## src/rtl/usdot_pkg.sv

```systemverilog
package usdot_pkg;
    localparam int LANE_W    = 32;
    localparam int BYTE_W    = 8;
    localparam int LANE_BYTES = LANE_W / BYTE_W;
    localparam int PROD_W    = 2 * BYTE_W + 1;
    localparam int SUM_W     = PROD_W + $clog2(LANE_BYTES);

    typedef logic signed [PROD_W-1:0] prod_t;
    typedef logic signed [SUM_W-1:0]  sum_t;
    typedef logic [LANE_W-1:0]        lane_t;

    typedef struct packed {
        logic [BYTE_W-1:0] ubyte;
        logic [BYTE_W-1:0] sbyte;
    } byte_pair_t;

    // Unsigned byte times signed byte, exact in PROD_W bits.
    function automatic prod_t mul_us(input byte_pair_t p);
        prod_t ue;
        prod_t se;
        ue = prod_t'({{(PROD_W-BYTE_W){1'b0}}, p.ubyte});
        se = prod_t'({{(PROD_W-BYTE_W){p.sbyte[BYTE_W-1]}}, p.sbyte});
        return ue * se;
    endfunction

    function automatic lane_t widen_sum(input sum_t s);
        return lane_t'({{(LANE_W-SUM_W){s[SUM_W-1]}}, s});
    endfunction
endpackage

```

## src/rtl/usdot_mul.sv

```systemverilog
module usdot_mul
    import usdot_pkg::*;
(
    input  byte_pair_t pair_i,
    output prod_t      prod_o
);
    assign prod_o = mul_us(pair_i);

    // The product of an unsigned and a signed byte lies in [-32640, 32385].
    always_comb begin
        a_r3_prod_range: assert (prod_o >= -32640 && prod_o <= 32385);
    end
endmodule

```

## src/rtl/usdot_lane.sv

```systemverilog
module usdot_lane
    import usdot_pkg::*;
(
    input  lane_t a_i,
    input  lane_t b_i,
    input  lane_t acc_i,
    output lane_t res_o
);
    prod_t prods [LANE_BYTES];
    sum_t  lane_sum;

    for (genvar i = 0; i < LANE_BYTES; i++) begin : g_byte
        byte_pair_t pr;
        assign pr.ubyte = a_i[BYTE_W*i +: BYTE_W];
        assign pr.sbyte = b_i[BYTE_W*i +: BYTE_W];
        usdot_mul u_mul (.pair_i(pr), .prod_o(prods[i]));
    end

    always_comb begin
        lane_sum = '0;
        for (int i = 0; i < LANE_BYTES; i++) begin
            lane_sum = lane_sum + sum_t'(prods[i]);
        end
    end

    assign res_o = acc_i + widen_sum(lane_sum);

    always_comb begin
        a_r10_sum_range: assert (lane_sum >= -130560 && lane_sum <= 129540);
        if (a_i == '0 || b_i == '0) begin
            a_r9_zero_source: assert (lane_sum == '0);
        end
    end
endmodule

```

## src/rtl/usdot_accum.sv

```systemverilog
module usdot_accum
    import usdot_pkg::*;
#(
    parameter int VL = 128
) (
    input  logic          clk,
    input  logic          rst,
    input  logic          start_i,
    input  logic [VL-1:0] src_a_i,
    input  logic [VL-1:0] src_b_i,
    input  logic [VL-1:0] acc_i,
    output logic [VL-1:0] acc_o,
    output logic          done_o
);
    localparam int LANES = VL / LANE_W;

    logic [VL-1:0] next_acc;

    for (genvar e = 0; e < LANES; e++) begin : g_lane
        usdot_lane u_lane (
            .a_i   (src_a_i[LANE_W*e +: LANE_W]),
            .b_i   (src_b_i[LANE_W*e +: LANE_W]),
            .acc_i (acc_i[LANE_W*e +: LANE_W]),
            .res_o (next_acc[LANE_W*e +: LANE_W])
        );
    end

    always_ff @(posedge clk) begin
        if (rst) begin
            acc_o  <= '0;
            done_o <= 1'b0;
        end else begin
            done_o <= start_i;
            if (start_i) acc_o <= next_acc;
        end
    end

    a_r6_done_after_start: assert property (@(posedge clk) disable iff (rst)
        start_i |=> done_o);
    a_r7_no_done_when_idle: assert property (@(posedge clk) disable iff (rst)
        !start_i |=> !done_o);
    a_r7_hold_when_idle: assert property (@(posedge clk) disable iff (rst)
        !start_i |=> $stable(acc_o));
    a_r8_reset_clears: assert property (@(posedge clk)
        rst |=> (acc_o == '0 && !done_o));
endmodule

```

## config.mk

```make
export PLATFORM = sky130hd
export DESIGN_NAME = usdot_accum
export DESIGN_NICKNAME = d
export VERILOG_FILES = /design/src/rtl/usdot_pkg.sv /design/src/rtl/usdot_mul.sv /design/src/rtl/usdot_lane.sv /design/src/rtl/usdot_accum.sv
export SDC_FILE = /design/constraint.sdc
export NUM_CORES = 2
export LEC_CHECK = 0
export BUFFER_PORTS_ARGS = -buffer_cell sky130_fd_sc_hd__clkbuf_2
export CORE_UTILIZATION = 44
export CTS_BUF_LIST = sky130_fd_sc_hd__clkbuf_16
export CTS_CLUSTER_DIAMETER = 200
export DETAILED_ROUTE_END_ITERATION = 8
export GPL_TIMING_DRIVEN = 1
export HOLD_SLACK_MARGIN = 0.15
export SETUP_SLACK_MARGIN = 0.2
export SLEW_MARGIN = 20
export SYNTH_ARGS = -nofsm -noshare
export SYNTH_HDL_FRONTEND = slang
export SYNTH_SLANG_ARGS = --single-unit
export TNS_END_PERCENT = 1
```

## constraint.sdc

```tcl
create_clock -name clk -period 12.6 [get_ports clk]
set_clock_uncertainty 0.1 [all_clocks]
set_input_delay 0.63 -clock clk [delete_from_list [all_inputs] [get_ports clk]]
set_output_delay 0.63 -clock clk [all_outputs]
set_load 0.01 [all_outputs]
```

### Yosys cells after proc, flatten, opt, wreduce, memory -nomap -nowiden

Index checks and enable logic that the tools add are counted.

| storage, ports and cells | value |
|---|---|
| input port bits | 387 |
| logic and storage cells | 34 |
| memories | 0 |
| latch bits | 0 |
| memory bits (read-only) | 0 |
| output and inout bits | 129 |
| flip-flop bits (word level) | 129 |
| bits in writable memories | 0 |

| operators by class | value |
|---|---|
| bitwise operators | 0 |
| $lt $le $gt $ge | 0 |
| multiply operators | 16 |
| reduce and logical (&&, ||, !) cells | 0 |
| muxes and demuxes | 0 |
| shift-type cells | 0 |
| eq/ne operators | 0 |
| add/subtract/negate cells | 16 |
| divide/modulo/power cells | 0 |

Operators by type and width:

| cell | count |
|---|---|
| multiplier 9 x 8 -> 17 bit | 16 |
| adder 32 bit | 4 |
| adder 18 x 17 -> 19 bit | 4 |
| adder 19 x 17 -> 19 bit | 4 |
| adder 17 x 17 -> 18 bit | 4 |

### Longest topological paths before layout

| depth | value |
|---|---|
| word-level depth | 5 |
| depth in mapped cells | 39 |

### By module

Synthesis repeated with hierarchy kept, for this count alone.

| unflattened totals | value |
|---|---|
| cell total of the unflattened synthesis | 6596 |
| area, all modules | 55652.1 µm² |

Modules (own cells, without submodules):

| module | seq. area each (µm²) | cells an instance | instances | area an instance (µm²) |
|---|---|---|---|---|
| usdot_mul (g_lane[0].u_lane.g_byte[2].u_mul ...) | 0.0 | 276 | 7 | 2328.5 |
| usdot_mul (g_lane[2].u_lane.g_byte[2].u_mul ...) | 0.0 | 273 | 5 | 2333.5 |
| usdot_lane (g_lane[1].u_lane ...) | 0.0 | 456 | 3 | 3448.3 |
| usdot_accum | 2582.5 | 415 | 1 | 4667.0 |
| usdot_lane (g_lane[0].u_lane) | 0.0 | 464 | 1 | 3578.4 |
| usdot_mul (g_lane[0].u_lane.g_byte[0].u_mul) | 0.0 | 276 | 1 | 2333.5 |
| usdot_mul (g_lane[3].u_lane.g_byte[3].u_mul) | 0.0 | 259 | 1 | 2257.2 |
| usdot_mul (g_lane[0].u_lane.g_byte[1].u_mul) | 0.0 | 258 | 1 | 2252.2 |
| usdot_mul (g_lane[2].u_lane.g_byte[1].u_mul) | 0.0 | 259 | 1 | 2252.2 |

### Least setup slack after synthesis

Ideal clock, no wire load.

| path | value |
|---|---|
| path type | input port to flip-flop |
| from | in src_b_i[88] |
| to | reg acc_o[94] |
| data required time | 12.370 ns |
| path slack | 3.135 ns |
| buffers on the path | 0 |
| arrival time | 9.235 ns |
| stages on the path | 33 |
| library setup time | 0.130 ns |
| path through | and2_1 fa_1 fa_1 inv_1 fa_1 inv_1 fa_1 fa_1 fa_1 inv_1 fa_1 fa_1 inv_1 ha_1 o21a_1 a211oi_1 o31ai_1 nor4_1 a21oi_1 nand4_1 a31oi_1 xnor2_1 ha_1 a21o_1 a21o_1 a211o_1 o22a_1 o211ai_1 nand3_1 a31oi_1 o21ai_0 xnor2_1 o21ai_0 |

| on the way | value |
|---|---|
| word-level cells in the longest chain between the ends | 3 |

Ends and longest elaborated chain:

| element | RTL line | text |
|---|---|---|
| start, declared | usdot_accum.sv:10 | `input logic [VL-1:0] src_b_i,` |
| multiplier 9 x 8 -> 17 bit | usdot_pkg.sv:23 | `return ue * se;` |
| adder 19 x 17 -> 19 bit | usdot_lane.sv:22 | `lane_sum = lane_sum + sum_t'(prods[i]);` |
| adder 32 bit | usdot_lane.sv:26 | `assign res_o = acc_i + widen_sum(lane_sum);` |
| end signal, assigned | usdot_accum.sv:34 | `if (start_i) acc_o <= next_acc;` |
| end, declared | usdot_accum.sv:12 | `output logic [VL-1:0] acc_o,` |

Every way passes these cells.
A chain may end at the register's enable or synchronous reset.

### Worst setup path in the final report

Ends and elaborated chain as after synthesis.

==> flow_summary.json <==
{
  "use_met3": 0.0527,
  "relSlewSlack": 0.329,
  "synth_seq_area_share": 0.0521,
  "grt_setup_unrepaired": "no",
  "cts_tree": "done",
  "first_pass_iters": 5,
  "fin_tns_setup_ns": 0,
  "hold_viol": 0,
  "antenna_left": 0,
  "clkSinkCount": 129,
  "drive_gt1_frac": 0.0972,
  "cts_buffers": 17,
  "met1_usage": 0.334,
  "final_common_cell": "inv_1",
  "syn_avg_cell_area_um2": 8.96,
  "nFillCells": 10900,
  "yosysWarnings": 0,
  "r2r_start": "acc_o[93]$_SDFFE_PP0P_",
  "grt_util_all_layers": 0.249,
  "cts_resized": 0,
  "maxCapViolCount": 0,
  "clockRootBuffer": "clkbuf_16",
  "async_flop_share": 0,
  "max_stage_delay_ns": 0.65,
  "htreeDepth": 4,
  "ys_seq_elements": 129,
  "gp_congestion": 0.904,
  "clockBufferDepth": 2,
  "fmax_ghz": 0.0998,
  "critPathRequiredTime_ns": 12.84,
  "end_kind": "register",
  "synthCells": 5539,
  "drt_wl_total_um": 139000,
  "met2_usage": 0.412,
  "clock_latency_ns": 0.46,
  "clk_pin_slew_ns": 0.07,
  "grt_pass1_vias": 39000,
  "die_y_um": 338,
  "rrSetupSlack_ns": 11.55,
  "crit_family": "adder cells",
  "holdCritPathClass": "register to register",
  "synth_edf_count": 0,
  "cp_max_fo": 8,
  "crit_type": "primary input to register",
  "initial_core_util": 0.446,
  "drc": 0,
  "syn-num-nets": 7610,
  "crit_path_frequent_cell": "fa_1",
  "worst_pin_slew_ns": 1.00,
  "hold_path_end": "acc_o[56]$_SDFFE_PP0P_",
  "crit_slowest_cell": "nor4_1",
  "busiest_layer": "met2",
  "setup_viol": 0,
  "ys_types": 77,
  "fin_nets": 8106,
  "overflow": 0,
  "vias": 37600,
  "r2r.worst_path.cells": 3,
  "die_w_um": 338,
  "grt_pass1_wl_um": 218000,
  "status": "finished, final reports clean",
  "ys.flop_type": "dfxtp_1",
  "holdPathStages": 2,
  "hp-start": "acc_o[56]$_SDFFE_PP0P_",
  "grt_max_degree": 68,
  "cp.arrival_ns": 10.26,
  "start_kind": "primary input",
  "slew_violations": 0,
  "drtIter0Drc": 1721,
  "layout_common_cells": "inv_1, fa_1, ha_1",
  "postCtsSetupRepairBufs": 0,
  "seqCellArea_um2": 2580,
  "synth_area_um2": 49600,
  "die-area_um2": 114000,
  "dpl.hpwl_um": 124000,
  "vias_per_cell": 4.99,
  "antenna_found_initial": 30,
  "postCtsHoldBufs": 0,
  "min_period_ns": 10.02,
  "multi_input_comb_area_um2": 41500,
  "rows": 122,
  "path_buf_inv": 5,
  "core-area_um2": 111000,
  "area_growth_pct": 10.1,
  "portBuffers": 515,
  "fin_crit_sh": 0.795,
  "dp_cells": 7504,
  "io_pins": 516,
  "wl_per_cell_um": 18.4,
  "fin_cells": 7547,
  "r2r_end": "acc_o[93]$_SDFFE_PP0P_"
}
## metal layers
metal	routed length (um)	share of wire
met5	201	0.0014
met4	2820	0.020
met2	65700	0.47
met3	9170	0.066
met1	60900	0.44
## through the flow
stage	utilization	setup WS, ns	hold slack, ns	area (um2)
2_1_floorplan	-	3.14	0.372	49600
3_3_place_gp	0.485	2.27	0.336	54000
3_5_place_dp	0.485	2.15	0.342	54000
4_1_cts	0.491	2.65	0.358	54600
5_1_grt	0.491	2.08	0.372	54600
6_report	0.491	2.58	0.352	54600
## flip-flops by register name (all words and copies together), names as in the netlist
register / count
acc_o: 128
done_o: 1
## worst reg2reg max path: stages (launching register included)
cell,delay [ns]
dfxtp_1,0.32
a32oi_1,0.14
o21ai_0,0.09
or2_2,0.29
## layout make-up
class	count	share of cell area
diodes	11	0.000504
clock buffers	17	0.00779
clock inverters	15	0.00357
inverters	1436	0.0987
multi-input cells	3930	0.760
flip-flops and latches	129	0.0473
well taps	1488	0.0341
repair buffers	521	0.0482
## synth_stat cells, types with 9 or more instances
master / count / area [um2]
nand4_1: 15 / 93.8
nor2_1: 217 / 815
o21bai_1: 19 / 143
a211oi_1: 31 / 233
nand2b_1: 57 / 357
and3_1: 24 / 150
nand3_1: 36 / 180
a21oi_1: 139 / 696
mux2i_1: 59 / 591
a31oi_1: 22 / 138
a21boi_0: 10 / 75.1
o21ai_0: 93 / 465
and2_1: 631 / 3950
or3_1: 14 / 87.6
o31ai_1: 9 / 67.6
o21a_1: 25 / 188
dfxtp_1: 129 / 2580
xnor2_1: 113 / 990
inv_1: 1436 / 5390
nor2b_1: 69 / 432
clkbuf_1: 41 / 154
fa_1: 932 / 18700
xor2_1: 58 / 508
a21o_1: 70 / 526
nand2_1: 374 / 1400
ha_1: 752 / 9410
o211ai_1: 19 / 143
nor3_1: 22 / 110
## worst max path at each step
stage	slack, ns	cells after the start	startpoint	end
2_1_floorplan	3.14	33	src_b_i[88]	acc_o[94]$_SDFFE_PP0P_
3_3_place_gp	2.27	34	src_b_i[88]	acc_o[94]$_SDFFE_PP0P_
3_5_place_dp	2.15	34	src_b_i[88]	acc_o[94]$_SDFFE_PP0P_
4_1_cts	2.65	34	src_b_i[88]	acc_o[94]$_SDFFE_PP0P_
5_1_grt	2.08	34	src_b_i[88]	acc_o[94]$_SDFFE_PP0P_
6_report	2.58	34	src_b_i[88]	acc_o[94]$_SDFFE_PP0P_
## cell families (layout without fill, tap and decap cells)
group                    after synthesis  count (layout)  share of synthesized area
adder cells (fa/ha/maj)             1684            1684                      0.566
other                                  0              11                          0
multiplexers                          60              60                     0.0121
buffers and inverters               1480            1989                      0.112
AND/OR/NAND/NOR                     1487            1487                      0.157
XOR/XNOR                             172             172                     0.0307
flip-flops                           129             129                     0.0521
AO/OA/AOI/OAI                        527             527                     0.0706
Power is left out: the tool's default activity adds up to more than one toggle a clock period on the data nets, which glitch-free logic cannot reach.
